**src/rtl/tcmp_pkg.sv**
```systemverilog
package tcmp_pkg;
  localparam int TW     = 16;
  localparam int MODE_W = 4;

  localparam logic [MODE_W-1:0] M_OFF = 4'b0000;
  localparam logic [MODE_W-1:0] M_TOG = 4'b0010;
  localparam logic [MODE_W-1:0] M_SET = 4'b1000;
  localparam logic [MODE_W-1:0] M_CLR = 4'b1001;
  localparam logic [MODE_W-1:0] M_SWI = 4'b1010;
  localparam logic [MODE_W-1:0] M_SEV = 4'b1011;

  // Active modes are the five listed codes; everything else behaves as off.
  function automatic logic mode_active(input logic [MODE_W-1:0] m);
    return (m == M_TOG) || (m == M_SET) || (m == M_CLR) ||
           (m == M_SWI) || (m == M_SEV);
  endfunction

  // Next latch value for an active mode, given a match event.
  function automatic logic next_latch(input logic [MODE_W-1:0] m,
                                      input logic cur, input logic hit);
    logic r;
    r = cur;
    if (hit) begin
      case (m)
        M_SET:   r = 1'b1;
        M_CLR:   r = 1'b0;
        M_TOG:   r = ~cur;
        default: r = cur;
      endcase
    end
    return r;
  endfunction
endpackage

```
**src/rtl/tcmp_cfg.sv**
```systemverilog
module tcmp_cfg
  import tcmp_pkg::*;
#(
  parameter int W = TW
) (
  input  logic              clk,
  input  logic              rst_n,
  input  logic              wr_val,
  input  logic [W-1:0]      wr_data,
  input  logic              wr_ctl,
  input  logic [MODE_W-1:0] wr_mode,
  input  logic              wr_tsel,
  output logic [W-1:0]      cmp_q,
  output logic [MODE_W-1:0] mode_q,
  output logic              tsel_q,
  output logic              force_low
);
  assign force_low = wr_ctl && (wr_mode == M_OFF);

  always_ff @(posedge clk or negedge rst_n) begin
    if (!rst_n) begin
      cmp_q  <= '0;
      mode_q <= M_OFF;
      tsel_q <= 1'b0;
    end else begin
      if (wr_val) cmp_q <= wr_data;
      if (wr_ctl) begin
        mode_q <= wr_mode;
        tsel_q <= wr_tsel;
      end
    end
  end
endmodule

```
**src/rtl/tcmp_match.sv**
```systemverilog
module tcmp_match
  import tcmp_pkg::*;
#(
  parameter int W = TW
) (
  input  logic         clk,
  input  logic         rst_n,
  input  logic [W-1:0] tmr_a,
  input  logic [W-1:0] tmr_b,
  input  logic         tsel,
  input  logic [W-1:0] cmp,
  output logic         eq_now,
  output logic         match_ev
);
  logic [W-1:0] src;
  logic         eq_q;

  assign src      = tsel ? tmr_b : tmr_a;
  assign eq_now   = (src == cmp);
  assign match_ev = eq_now && !eq_q;

  always_ff @(posedge clk or negedge rst_n) begin
    if (!rst_n) eq_q <= 1'b0;
    else        eq_q <= eq_now;
  end
endmodule

```
**src/rtl/tcmp_action.sv**
```systemverilog
module tcmp_action
  import tcmp_pkg::*;
#(
  parameter bit HAS_ADC = 1'b1
) (
  input  logic              clk,
  input  logic              rst_n,
  input  logic [MODE_W-1:0] mode,
  input  logic              tsel,
  input  logic              match_ev,
  input  logic              force_low,
  input  logic              flag_clr,
  input  logic              adc_en,
  output logic              latch,
  output logic              irq,
  output logic              trig_a,
  output logic              trig_b,
  output logic              go
);
  logic active;
  logic sev_hit;

  assign active  = mode_active(mode);
  assign sev_hit = (mode == M_SEV) && match_ev;

  always_ff @(posedge clk or negedge rst_n) begin
    if (!rst_n) begin
      latch  <= 1'b0;
      irq    <= 1'b0;
      trig_a <= 1'b0;
      trig_b <= 1'b0;
    end else begin
      if (force_low || !active) latch <= 1'b0;
      else                      latch <= next_latch(mode, latch, match_ev);
      if (active && match_ev) irq <= 1'b1;
      else if (flag_clr)      irq <= 1'b0;
      trig_a <= sev_hit && !tsel;
      trig_b <= sev_hit && tsel;
    end
  end

  generate
    if (HAS_ADC) begin : g_adc
      logic go_q;
      always_ff @(posedge clk or negedge rst_n) begin
        if (!rst_n) go_q <= 1'b0;
        else        go_q <= sev_hit && adc_en;
      end
      assign go = go_q;
    end else begin : g_no_adc
      assign go = 1'b0;
    end
  endgenerate
endmodule

```
**src/rtl/tcmp_top.sv**
```systemverilog
module tcmp_top
  import tcmp_pkg::*;
#(
  parameter int W       = TW,
  parameter bit HAS_ADC = 1'b1
) (
  input  logic              clk,
  input  logic              rst_n,
  input  logic              wr_val,
  input  logic [W-1:0]      wr_data,
  input  logic              wr_ctl,
  input  logic [MODE_W-1:0] wr_mode,
  input  logic              wr_tsel,
  input  logic              flag_clr,
  input  logic [W-1:0]      tmr_a,
  input  logic [W-1:0]      tmr_b,
  input  logic              oe_dir,
  input  logic              adc_en,
  output logic              tmr_a_rst,
  output logic              tmr_b_rst,
  output logic              pin_out,
  output logic              pin_oe,
  output logic              irq_flag,
  output logic              adc_go
);
  logic [W-1:0]      cmp_q;
  logic [MODE_W-1:0] mode_q;
  logic              tsel_q;
  logic              force_low;
  logic              eq_now;
  logic              match_ev;
  logic              latch;

  tcmp_cfg #(.W(W)) u_cfg (
    .clk(clk), .rst_n(rst_n),
    .wr_val(wr_val), .wr_data(wr_data),
    .wr_ctl(wr_ctl), .wr_mode(wr_mode), .wr_tsel(wr_tsel),
    .cmp_q(cmp_q), .mode_q(mode_q), .tsel_q(tsel_q), .force_low(force_low)
  );

  tcmp_match #(.W(W)) u_match (
    .clk(clk), .rst_n(rst_n),
    .tmr_a(tmr_a), .tmr_b(tmr_b), .tsel(tsel_q), .cmp(cmp_q),
    .eq_now(eq_now), .match_ev(match_ev)
  );

  tcmp_action #(.HAS_ADC(HAS_ADC)) u_act (
    .clk(clk), .rst_n(rst_n),
    .mode(mode_q), .tsel(tsel_q), .match_ev(match_ev),
    .force_low(force_low), .flag_clr(flag_clr), .adc_en(adc_en),
    .latch(latch), .irq(irq_flag),
    .trig_a(tmr_a_rst), .trig_b(tmr_b_rst), .go(adc_go)
  );

  assign pin_out = latch;
  assign pin_oe  = oe_dir;
endmodule

```
**config.mk**
```make
export PLATFORM = sky130hd
export DESIGN_NAME = tcmp_top
export DESIGN_NICKNAME = d
export VERILOG_FILES = /design/src/rtl/tcmp_pkg.sv /design/src/rtl/tcmp_cfg.sv /design/src/rtl/tcmp_match.sv /design/src/rtl/tcmp_action.sv /design/src/rtl/tcmp_top.sv
export SDC_FILE = /design/constraint.sdc
export NUM_CORES = 1
export LEC_CHECK = 0
export BUFFER_PORTS_ARGS = -buffer_cell sky130_fd_sc_hd__buf_2
export CORE_MARGIN = 5
export CORE_UTILIZATION = 44
export CTS_BUF_LIST = sky130_fd_sc_hd__clkbuf_8
export CTS_CLUSTER_DIAMETER = 50
export CTS_CLUSTER_SIZE = 30
export DETAILED_ROUTE_END_ITERATION = 12
export PLACE_DENSITY = 0.78
export RECOVER_POWER = 100
export SLEW_MARGIN = 20
export SYNTH_ARGS = -nofsm -noshare
export SYNTH_HDL_FRONTEND = slang
export SYNTH_HIERARCHICAL = 1
export SYNTH_SLANG_ARGS = --single-unit
```
**constraint.sdc**
```tcl
create_clock -name clk -period 2.43 [get_ports clk]
set_clock_uncertainty 0.05 [all_clocks]
set_input_delay 0.3645 -clock clk [delete_from_list [all_inputs] [get_ports clk]]
set_output_delay 0.3645 -clock clk [all_outputs]
set_load 0.03 [all_outputs]
```
# [After elaboration in Yosys (flattened, before gate mapping)]
# Cells that the tools add are included.
# Widths: inputs -> output; s select.
[word_totals] register_bits=27 input_bits=60
[classes] eq_ne=6 mux=6 bitwise=1 n_reduce_logical=20
[ops] cell="$eq 16x16->1" count=1
[ops] cell="$eq 4x4->1 const B" count=4
[ops] cell="$mux 16" count=1
[ops] cell="$logic_and 1x1->1" count=7
[ops] cell="$logic_or 1x1->1" count=5
[ops] cell="$eq 4x2->1 const B" count=1
[ops] cell="$logic_not 4->1" count=1
[ops] cell="$mux 1" count=4
[ops] cell="$reduce_bool 2->1" count=2
[ops] cell="$reduce_bool 4->1" count=1
[ops] cell="$logic_not 1->1" count=3
[ops] cell="$pmux 1 s3" count=1
[ops] cell="$reduce_and 2->1" count=1
[ops] cell="$not 1->1" count=1

# [Logic depth before layout (Yosys ltp)]
[logic_depth] ltp_word=9 depth_mapped=11

# [Modules after synthesis]
# The synthesis kept the hierarchy.
[modules_own_cells] module="tcmp_cfg" n_inst=1 cells_each=46 area_each_um2=843.3
[modules_own_cells] module="tcmp_match" n_inst=1 cells_each=41 area_each_um2=406.6
[modules_own_cells] module="tcmp_action" n_inst=1 cells_each=22 area_each_um2=237.7
[modules_own_cells] module="tcmp_top" n_inst=1 cells_each=1 area_each_um2=7.5

# [Least setup slack after synthesis]
# OpenSTA, ideal clock, no wires.
[synth_path] kind="reg-to-reg" from="register u_cfg.tsel_q" to="register u_act.latch" arrival_ns=2.120 setup_slack_ns=0.128 stages_incl_launch_ff=12 path_buffers=2 synth_period_minus_slack_ns=2.302 path_cell_list="dfrtp_1 buf_6 buf_12 mux2i_1 xor2_1 nand4_1 nor4_2 nor2b_1 nor2b_4 mux2_1 nand2_1 a311oi_1"
[synth_between] elab_chain_cells=5
[synth_lines] element="from (decl)" line_no="tcmp_cfg.sv:15" source="output logic tsel_q,"
[synth_lines] element="from (signal assigned)" line_no="tcmp_cfg.sv:29" source="tsel_q <= wr_tsel;"
[synth_lines] element="$mux 16" line_no="tcmp_match.sv:18" source="assign src = tsel ? tmr_b : tmr_a;"
[synth_lines] element="$eq 16x16->1" line_no="tcmp_match.sv:19" source="assign eq_now = (src == cmp);"
[synth_lines] element="net eq_now" line_no="tcmp_top.sv:30" source="logic eq_now;"
[synth_lines] element="$logic_and 1x1->1" line_no="tcmp_match.sv:20" source="assign match_ev = eq_now && !eq_q;"
[synth_lines] element="net match_ev" line_no="tcmp_top.sv:31" source="logic match_ev;"
[synth_lines] element="$reduce_bool 2->1 (no source line)"
[synth_lines] element="$reduce_and 2->1 (no source line)"
[synth_lines] element="to (signal assigned)" line_no="tcmp_action.sv:34" source="else latch <= next_latch(mode, latch, match_ev);"
[synth_lines] element="to (decl)" line_no="tcmp_action.sv:14" source="output logic latch,"
# The timed path passes the listed nets, and every way through them passes these cells.
# A chain may end at the register's enable or synchronous reset.

# [Worst setup path in the final report]
# Same ends and word-level chain as after synthesis.

==> metrics.md <==
| Metric | Value |
|---|---|
| VDD IR max | 0.247 mV |
| Commonest non-fill, non-tap cell in the layout | buf_2 |
| Htree depth | 1 |
| Area contributors post-synth | dfrtp_1 45%, mux2i_1 11%, mux2_4 10% |
| Total Nets Final | 240 |
| Post-synthesis sequential area ratio | 45.2% |
| Setup violators final | 1 |
| Die Height | 68.3 um |
| DRC | 0 |
| IO buf count | 63 |
| First-pass GRT wire length | 5.03 mm |
| Layout cells sized above 1 | 55.9% |
| Yosys warns | 6 |
| Reg2Reg Setup Slack | -110 ps |
| Grt total ovfl | 0 |
| Final Hold Vio Count | 0 |
| Share of the synthesized area in the top cell type | 45.2% |
| Setup Crit Path Kind | reg2reg |
| Antenna cells | 0 |
| Post-synthesis register bit count | 27 |
| Total Wirelength | 3.36 mm |
| Largest net degree at the start of global routing | 28 |
| Via count | 1087 |
| Longest Clk Path Bufs | 2 |
| Worst r2r path cells | 11 |
| Worst Hold Launch | flag_clr |
| Hold Path Stages | 2 |
| Final Util | 59.2% |
| Die area | 4660 sq um |
| Worst-path fanout max | 7 |
| Worst Hold Class | in2reg |
| Die Span X | 68.3 um |
| Count of cell types in the netlist | 26 |
| Total Power | 1.00 mW |
| Vias per cell | 4.83 |
| Lkg Pwr | 0.958 nW |
| Dpl ws | -85.4 ps |
| Sink Count | 27 |
| Max-slew violations | 0 |
| Mapped Area | 1500 sq um |
| Fmax | 393 MHz |
| Clock Tree Root | clkbuf_8 |
| Rows | 21 |
| CTS tree | done |
| Syn Area/Cell | 13.6 sq um |
| HPWL Detailed | 2.53 mm |
| Gpl congestion | 0.729 |
| Most frequent cells in the layout | 61 x buf_2, 26 x dfrtp_1, 16 x xor2_1, 11 x mux2_2 |
| Routed WL per cell | 14.9 um |
| Clk_lat worst skew | 270 ps |
| Hold WS | 248 ps |
| Cell count after synthesis | 110 |
| Core Footprint | 3310 sq um |
| Gr usage total | 14.8% |
| Pre-antenna DRT Iters | 2 |
| Startpoint Class | register |
| CTS buffer count | 3 |
| Syn_nets | 170 |
| Worst Max-Slew Pin Slew | 1390 ps |
| Leading area contributor after synthesis | dfrtp_1 |
| Tmin final | 2540 ps |
| Clock transition at path regs | 90 ps |
| # IOs | 66 |
| RSZ-0062 raised after global routing | true |
| DRT antenna net count | 0 |
| Setup WS post-layout | -113 ps |
| Initial antenna violation count | 0 |
| PwrDens | 510 nW/um^2 |
| Final Cycle Share | 105% |
| CP endpoint kind | register |
| Syn-to-layout area delta | 31.1% |
| Violated checks | setup timing |
| DR iter-0 viols | 25 |
| Starting Density | 45.2% |
| Hold Buf Count CTS | 0 |
| Crit path DAT | 2630 ps |
| Vias in the first global route | 1146 |
| Max cap viols | 0 |
| Critical R2R Capture | u_act/latch |
| Status | finished, violations left |
| Worst path required time | 2520 ps |
| Worst reg2reg path startpoint | u_cfg/tsel_q |
| Relative slew slack | 7.32% |
| Worst Hold End | u_act/irq |
## registers in the layout, summed over array words and instances, names as in the netlist
name / cells
u_act/trig_b: 1
u_cfg/tsel_q: 1
u_act/trig_a: 1
u_cfg/cmp_q: 16
u_cfg/mode_q: 4
u_act/irq: 1
u_act/latch: 1
u_match/eq_q: 1
u_act/go: 1
## worst max-delay path by stage
stage,start,endpoint,slack [ps],cells past startpoint
6_report,u_cfg/tsel_q,u_act/latch,-110,11
4_1_cts,u_cfg/tsel_q,u_act/latch,-20,10
3_5_place_dp,u_cfg/tsel_q,u_act/latch,-90,10
5_1_grt,u_cfg/tsel_q,u_act/latch,-230,11
2_1_floorplan,u_cfg/tsel_q,u_act/latch,130,11
3_3_place_gp,u_cfg/tsel_q,u_act/latch,100,10
## cells by family (layout without fill, tap and decap cells)
| kind of cell | after synthesis | count (layout) | synth area share (%) |
|---|---|---|---|
| xor+xnor | 16 | 16 | 9.37 |
| flops | 27 | 27 | 45.2 |
| simple gates | 20 | 20 | 9.46 |
| compound gates | 3 | 3 | 1.26 |
| mux | 38 | 38 | 29.8 |
| buf+inv | 6 | 75 | 4.94 |
## repair_timing
item                       4_1_cts  5_1_grt
setup buffers                    3        1
pin swaps                        2        6
setup endpoints to repair        1        4
cloned                           0        1
resized for setup                4       13
## critical path, stage by stage, from the launching register on
cell,delay [ps]
dfrtp_2,470
buf_12,170
buf_4,130
mux2i_2,210
xor2_1,180
nand4_1,190
nor4_4,190
nor2b_2,180
nor2b_4,200
mux2_4,320
nand2_2,50
a311oi_1,70
## layer usage
layer / GRT usage, % / part of all wire [%] / up-vias
met5: 0 / 0 / -
met4: 3.72 / 0.42 / 0
met3: 2.96 / 6.7 / 2
met2: 27.7 / 56 / 32
met1: 16.9 / 37 / 528
li1: - / - / 525
## cells in the mapped netlist
master    number
nand2_1        1
nor2b_1        2
nand4_2        1
xor2_1        16
nor2b_4        1
or2b_1         1
buf_12         2
nand3_1        2
buf_6          2
nor2_1         2
and2b_2        1
mux2_2        11
nor4_2         1
nand2b_1       1
inv_1          1
mux2_1         1
and2_1         2
buf_4          1
mux2_4        10
a311oi_1       1
and4_1         1
dfrtp_1       27
nand4_1        3
o21ai_0        2
mux2i_1       16
nor4_1         1
## stage by stage
stage                     TNS, ps  instance area (sq um)  std cells
after detailed placement    -85.4                   1830        216
after floorplan                 0                   1500        110
after global placement          0                   1830        216
after global routing         -480                   1960        225
after CTS                   -24.2                   1910        223
final                        -113                   1960        225
## area by class of cell
cell class | count | area [sq um]
fill | 289 | 1350
timing repair buffer | 70 | 399
multi-input combinational | 77 | 778
clock buffer | 3 | 41.3
clock inverter | 1 | 3.75
inverter | 1 | 3.75
sequential | 27 | 677
tap | 46 | 57.6
## where the power goes
part,internal (mW),total (mW),switching [mW]
Combinational,0.139,0.240,0.101
Clock,0.113,0.245,0.132
Sequential,0.484,0.515,0.0306
Total,0.736,1.00,0.264
Power figures use the tool's default switching activity.
